## config.mk

```make
export PLATFORM = sky130hd
export DESIGN_NAME = modmul_interleave
export DESIGN_NICKNAME = d
export VERILOG_FILES = /design/src/rtl/modmul_pkg.sv /design/src/rtl/mm_reduce.sv /design/src/rtl/mm_ctrl.sv /design/src/rtl/modmul_interleave.sv
export SDC_FILE = /design/constraint.sdc
export NUM_CORES = 1
export LEC_CHECK = 0
export BUFFER_PORTS_ARGS = -buffer_cell sky130_fd_sc_hd__buf_4
export CAP_MARGIN = 20
export CORE_ASPECT_RATIO = 2
export CORE_MARGIN = 3
export CORE_UTILIZATION = 58
export CTS_BUF_LIST = sky130_fd_sc_hd__clkbuf_4 sky130_fd_sc_hd__clkbuf_8 sky130_fd_sc_hd__clkbuf_16
export DETAILED_ROUTE_END_ITERATION = 12
export PLACE_DENSITY_LB_ADDON = 0.25
export SLEW_MARGIN = 0
export SYNTH_ARGS = -nofsm -noshare
export SYNTH_HDL_FRONTEND = slang
export SYNTH_SLANG_ARGS = --single-unit
```

## constraint.sdc

```tcl
create_clock -name clk -period 5.3 [get_ports clk]
set_clock_uncertainty 0.1 [all_clocks]
set_input_delay 0.795 -clock clk [delete_from_list [all_inputs] [get_ports clk]]
set_output_delay 0.795 -clock clk [all_outputs]
set_load 0.03 [all_outputs]
```

## src/rtl/modmul_pkg.sv

```systemverilog
package modmul_pkg;
    typedef enum logic [0:0] {
        ST_IDLE = 1'b0,
        ST_RUN  = 1'b1
    } mm_state_t;
endpackage

```

## src/rtl/mm_reduce.sv

```systemverilog
// Folds an unreduced sum u < 3m into [0, m) by picking among u, u-m, u-2m.
module mm_reduce #(
    parameter int WIDTH = 8
) (
    input  logic [WIDTH+1:0] sum_in,
    input  logic [WIDTH-1:0] mod_in,
    output logic [WIDTH-1:0] red_out
);
    localparam int SW = WIDTH + 3;

    logic [SW-1:0] sum_x;
    logic [SW-1:0] neg_m;
    logic [SW-1:0] neg_2m;
    logic [SW-1:0] diff_1;
    logic [SW-1:0] diff_2;

    always_comb begin
        sum_x  = {1'b0, sum_in};
        neg_m  = ~{3'b000, mod_in} + SW'(1);
        neg_2m = ~{2'b00, mod_in, 1'b0} + SW'(1);
        diff_1 = sum_x + neg_m;
        diff_2 = sum_x + neg_2m;
    end

    always_comb begin
        unique case ({diff_2[SW-1], diff_1[SW-1]})
            2'b00:   red_out = diff_2[WIDTH-1:0];
            2'b10:   red_out = diff_1[WIDTH-1:0];
            default: red_out = sum_x[WIDTH-1:0];
        endcase
    end
endmodule

```

## src/rtl/mm_ctrl.sv

```systemverilog
// Iteration controller: IDLE / RUN with a down-counting bit index.
module mm_ctrl
    import modmul_pkg::*;
#(
    parameter int WIDTH = 8,
    localparam int IDXW = (WIDTH > 1) ? $clog2(WIDTH) : 1
) (
    input  logic            clk,
    input  logic            rst_n,
    input  logic            start,
    output logic            load,
    output logic            step,
    output logic [IDXW-1:0] bit_idx,
    output logic            done
);
    mm_state_t       state_q, state_d;
    logic [IDXW-1:0] idx_q, idx_d;
    logic            done_d;

    // state register
    always_ff @(posedge clk or negedge rst_n) begin
        if (!rst_n) begin
            state_q <= ST_IDLE;
            idx_q   <= '0;
            done    <= 1'b0;
        end else begin
            state_q <= state_d;
            idx_q   <= idx_d;
            done    <= done_d;
        end
    end

    // next state and outputs
    always_comb begin
        state_d = state_q;
        idx_d   = idx_q;
        done_d  = 1'b0;
        load    = 1'b0;
        step    = 1'b0;
        unique case (state_q)
            ST_IDLE: begin
                if (start) begin            // ACCEPT
                    load    = 1'b1;
                    idx_d   = IDXW'(WIDTH - 1);
                    state_d = ST_RUN;
                end
            end
            ST_RUN: begin
                step = 1'b1;
                if (idx_q == '0) begin      // FINISH
                    done_d  = 1'b1;
                    state_d = ST_IDLE;
                end else begin              // STEP
                    idx_d = idx_q - IDXW'(1);
                end
            end
            default: state_d = ST_IDLE;
        endcase
    end

    assign bit_idx = idx_q;

    // done is a single-cycle pulse
    p_done_pulse_r5: assert property (@(posedge clk) disable iff (!rst_n)
        done |=> !done);
    // a start seen together with done opens a new run
    p_restart_r8: assert property (@(posedge clk) disable iff (!rst_n)
        (done && start) |=> (state_q == ST_RUN));
endmodule

```

## src/rtl/modmul_interleave.sv

```systemverilog
// Sequential modular multiplier: P <- (2P + b_i*A) mod m, MSB first.
module modmul_interleave #(
    parameter int WIDTH = 8
) (
    input  logic             clk,
    input  logic             rst_n,
    input  logic             start,
    input  logic [WIDTH-1:0] op_a,
    input  logic [WIDTH-1:0] op_b,
    input  logic [WIDTH-1:0] modulus,
    output logic             done,
    output logic [WIDTH-1:0] result
);
    localparam int IDXW = (WIDTH > 1) ? $clog2(WIDTH) : 1;
    localparam int CNTW = $clog2(WIDTH + 1) + 1;

    logic [WIDTH-1:0] a_q, b_q, m_q, acc_q;
    logic [WIDTH-1:0] addend, acc_next;
    logic [WIDTH+1:0] raw_sum;
    logic [IDXW-1:0]  bit_idx;
    logic             load, step;

    mm_ctrl #(.WIDTH(WIDTH)) u_ctrl (
        .clk    (clk),
        .rst_n  (rst_n),
        .start  (start),
        .load   (load),
        .step   (step),
        .bit_idx(bit_idx),
        .done   (done)
    );

    // n AND gates form b_i * A; doubling is a wire shift
    always_comb begin
        addend  = a_q & {WIDTH{b_q[bit_idx]}};
        raw_sum = {1'b0, acc_q, 1'b0} + {2'b00, addend};
    end

    mm_reduce #(.WIDTH(WIDTH)) u_reduce (
        .sum_in (raw_sum),
        .mod_in (m_q),
        .red_out(acc_next)
    );

    always_ff @(posedge clk or negedge rst_n) begin
        if (!rst_n) begin
            a_q   <= '0;
            b_q   <= '0;
            m_q   <= '0;
            acc_q <= '0;
        end else if (load) begin
            a_q   <= op_a;
            b_q   <= op_b;
            m_q   <= modulus;
            acc_q <= '0;
        end else if (step) begin
            acc_q <= acc_next;
        end
    end

    assign result = acc_q;

    // checker counter: cycles spent in RUN since the accepting edge
    logic [CNTW-1:0] run_len;
    always_ff @(posedge clk or negedge rst_n) begin
        if (!rst_n)     run_len <= '0;
        else if (load)  run_len <= '0;
        else if (step)  run_len <= run_len + CNTW'(1);
    end

    // running value stays inside [0, m) during iteration
    p_acc_below_mod_r3: assert property (@(posedge clk) disable iff (!rst_n)
        step |-> (acc_q < m_q));
    // done arrives after exactly WIDTH iterations
    p_latency_r4: assert property (@(posedge clk) disable iff (!rst_n)
        done |-> (run_len == CNTW'(WIDTH)));
    // result is held while idle and no start arrives
    p_hold_r6: assert property (@(posedge clk) disable iff (!rst_n)
        (!step && !start) |=> $stable(result));
    // captured operands do not move during a run
    p_ignore_r7: assert property (@(posedge clk) disable iff (!rst_n)
        (step && !done) |=> ($stable(m_q) && $stable(a_q) && $stable(b_q)));
endmodule

```

==> impl_metrics.yaml <==
routing:
  wl_per_cell_um: 16.8
  ant_nets: 0
  drt_iter0_drc: 51
  drc: 0
  via_count: 2058
  via_per_inst: 6.02
  dr.pass1.iters: 4
  totalWireLength_um: 5740
setup_path:
  crit_path_start: "u_ctrl.bit_idx[0]"
  setup.worst_path.class: "reg2reg"
  path_cells: "mux4_2 > mux2i_2 > nor2b_1 > ha_1 > inv_1 > fa_1 > nor2b_4 > o31a_1 > o21a_1 > nor2_1 > xnor2_1 > ha_1 > a21o_1 > o41ai_2 > o211ai_2 > o21a_4 > a221oi_1 > a21o_1"
  r2r_slack_ps: 500
  timing.rr.end: "result[5]"
  critPathRequiredTime_ps: 5440
  cpMaxStageDelayCell: "mux4_2"
  r2r_cells: 18
  worstSetupEndpointType: "flop"
  worstPathMaxFanout: 8
  crit_path_max_incr_delay_ps: 540
  rr_startpoint: "u_ctrl.bit_idx[0]"
  startpoint_type: "flop"
  arrival_ps: 4940
finish:
  drive_gt1_share_pct: 24.8
  diodes: 0
  syn_to_final_growth_pct: 17.1
  fin_nets: 344
  stdcell_count: 342
  fin_util_pct: 71.8
clock_network:
  cts_made_buffers: 5
  h-tree-depth: 2
  cts_num_sinks: 37
  cts_setup_buffers: 0
  clk_latency_ps: 300
  clk_path_buf_depth: 2
  clk_pin_slew_ps: 80
  cts_tree: "built"
  root_buffer: "clkbuf_8"
global_route:
  grt.overflow.total: 0
  grt_first_pass_wirelength_um: 9690
  grt_max_degree: 38
  antenna_found_initial: 0
  grt_pass1_vias: 2194
  grt.total_usage_pct: 25.1
place:
  io_buffers: 35
  gp_congestion: 0.840
  hpwl_um: 4620
  place_inst: 334
floorplan:
  die_w_um: 52.9
  num_rows: 33
  num_io_pins: 36
  core-area_um2: 4170
  die-area_um2: 5290
  dieHeight_um: 99.9
  start_util_pct: 61.3
logic_synthesis:
  synth_area_leaders: "dfrtp_1 36%, ha_1 12%, mux2_2 7.5%"
  syn_area_per_cell_um2: 10.2
  synth_ff_type: "dfrtp_1"
  yosys_register_bits: 37
  yosysUniqueCellTypes: 45
  syn_nets: 306
  synth_top_area_share_pct: 36.2
  synth-edff-count: 0
  synth_top_area_cell: "dfrtp_1"
  yosys_warnings: 0
  ys_seq_area_share_pct: 36.2
  syn_inst: 251
  synthArstFlopShare_pct: 100
  netlist_area_um2: 2560
timing:
  timing.fmax_ghz: 0.208
  fin_crit_ps: 4800
  fin_tns_setup_ps: 0
  post-route-period-util_pct: 90.5
  worstMarginPinSlew_ps: 625
  hold_viol_final: 0
  finalSetupViolCount: 0
  maxSlewViolCount: 0
  rsz0062_at_grt: "no"
  relSlewSlack_pct: 58.2
run_status:
  outcome: "finished, final reports clean"
run:
  drv_cap: 0
hold_path:
  hp-class: "in2async"
==> Yosys cell counts (all sizes together), types with 2 or more instances <==
master  instances
xnor2           6
nand2          13
mux2           17
xor2            5
o21ai          28
clkbuf          4
a211oi          4
a32o            2
fa              3
inv            19
a21o            7
o211ai          2
a21boi          2
nor2b          11
and3            2
a21oi          12
nand2b         10
mux4            2
a221oi          2
nor2           10
mux2i           3
dfrtp          37
or2             2
a22o            4
ha             25
nand3           2
o21a            5
o21bai          2
==> state kept, by name (all words and copies together), names as in the netlist <==
register and flops:
m_q 8, b_q 8, result 8, u_ctrl.bit_idx 3, u_ctrl.state_q 1, u_ctrl.done 1
a_q 8
==> critical path, delay by kind of cell (launching register included) <==
family                   cells  cell delay, ps
multiplexers                 2             890
XOR/XNOR                     1             220
flip-flops                   1             440
AND/OR/NAND/NOR              3             260
buffers and inverters        1              70
adder cells (fa/ha/maj)      3             820
AO/OA/AOI/OAI                8            1950
==> worst max-delay path by stage <==
stage | to | slack [ps] | cells after the start
global route | result[5] | 120 | 18
CTS | result[5] | 340 | 18
detailed placement | result[1] | 360 | 18
global placement | result[5] | 510 | 18
floorplan | result[5] | 890 | 18
finish | result[5] | 500 | 18
==> cell families (layout without fill, tap and decap cells) <==
family / count (synthesis) / count (layout) / synth area share [%]
xor gates and xnor gates: 11 / 11 / 3.77
adders and majority gates: 28 / 28 / 14.6
DFF: 37 / 37 / 36.2
and+or+nand+nor: 53 / 53 / 10.9
muxes: 22 / 22 / 10.4
AOI/OAI and AO/OA: 76 / 76 / 20.6
buffers and inverters: 24 / 63 / 3.52
==> cell usage in the layout (no fill, tap or decap), types with 2 or more instances in the layout <==
| cell | instances |
|---|---|
| dfrtp_1 | 37 |
| buf_4 | 36 |
| ha_1 | 25 |
| o21ai_0 | 23 |
| inv_1 | 19 |
| mux2_2 | 17 |
| nand2_1 | 13 |
| a21oi_1 | 12 |
| nand2b_1 | 10 |
| nor2_1 | 10 |
| nor2b_1 | 9 |
| a21o_1 | 7 |
| xnor2_1 | 6 |
| xor2_1 | 5 |
| clkbuf_8 | 5 |
| o21a_1 | 4 |
| o21ai_1 | 4 |
| a22o_1 | 4 |
| a211oi_1 | 3 |
| fa_1 | 3 |
| mux4_2 | 2 |
| nand3_1 | 2 |
| mux2i_1 | 2 |
| and3_1 | 2 |
| o21bai_1 | 2 |
| a21boi_0 | 2 |
| a32o_1 | 2 |
| a221oi_1 | 2 |
==> layout make-up <==
cell class                      instances  area [µm²]
Multi-Input combinational cell        190        1550
Sequential cell                        37         926
Clock buffer                            5        68.8
Timing Repair Buffer                   36         270
Clock inverter                          3        46.3
Fill cell                             312        1180
Tap cell                               52        65.1
Inverter                               19        71.3
==> through the flow <==
stage,hold slack (ps),setup slack [ps],area (µm²)
2_1_floorplan,373,887,2560
3_3_place_gp,382,506,2880
3_5_place_dp,394,359,2880
4_1_cts,373,343,2990
5_1_grt,373,117,2990
6_report,346,503,2990
==> routing by layer <==
layer | GRT usage [%] | wire length (µm) | vias up
met3 | 4.61 | 197 | 35
li1 | - | - | 981
met1 | 24.6 | 1930 | 971
met4 | 16.7 | 371 | 0
met5 | 0 | 0 | -
met2 | 44.9 | 3240 | 71
==> timing repair <==
action,in CTS,in global routing
hold buffers,0,0
setup endpoints to repair,0,2
gates resized for setup,0,1
Power is not shown: default switching activity piles up to over one toggle a cycle in this logic, so the estimate is an artifact.
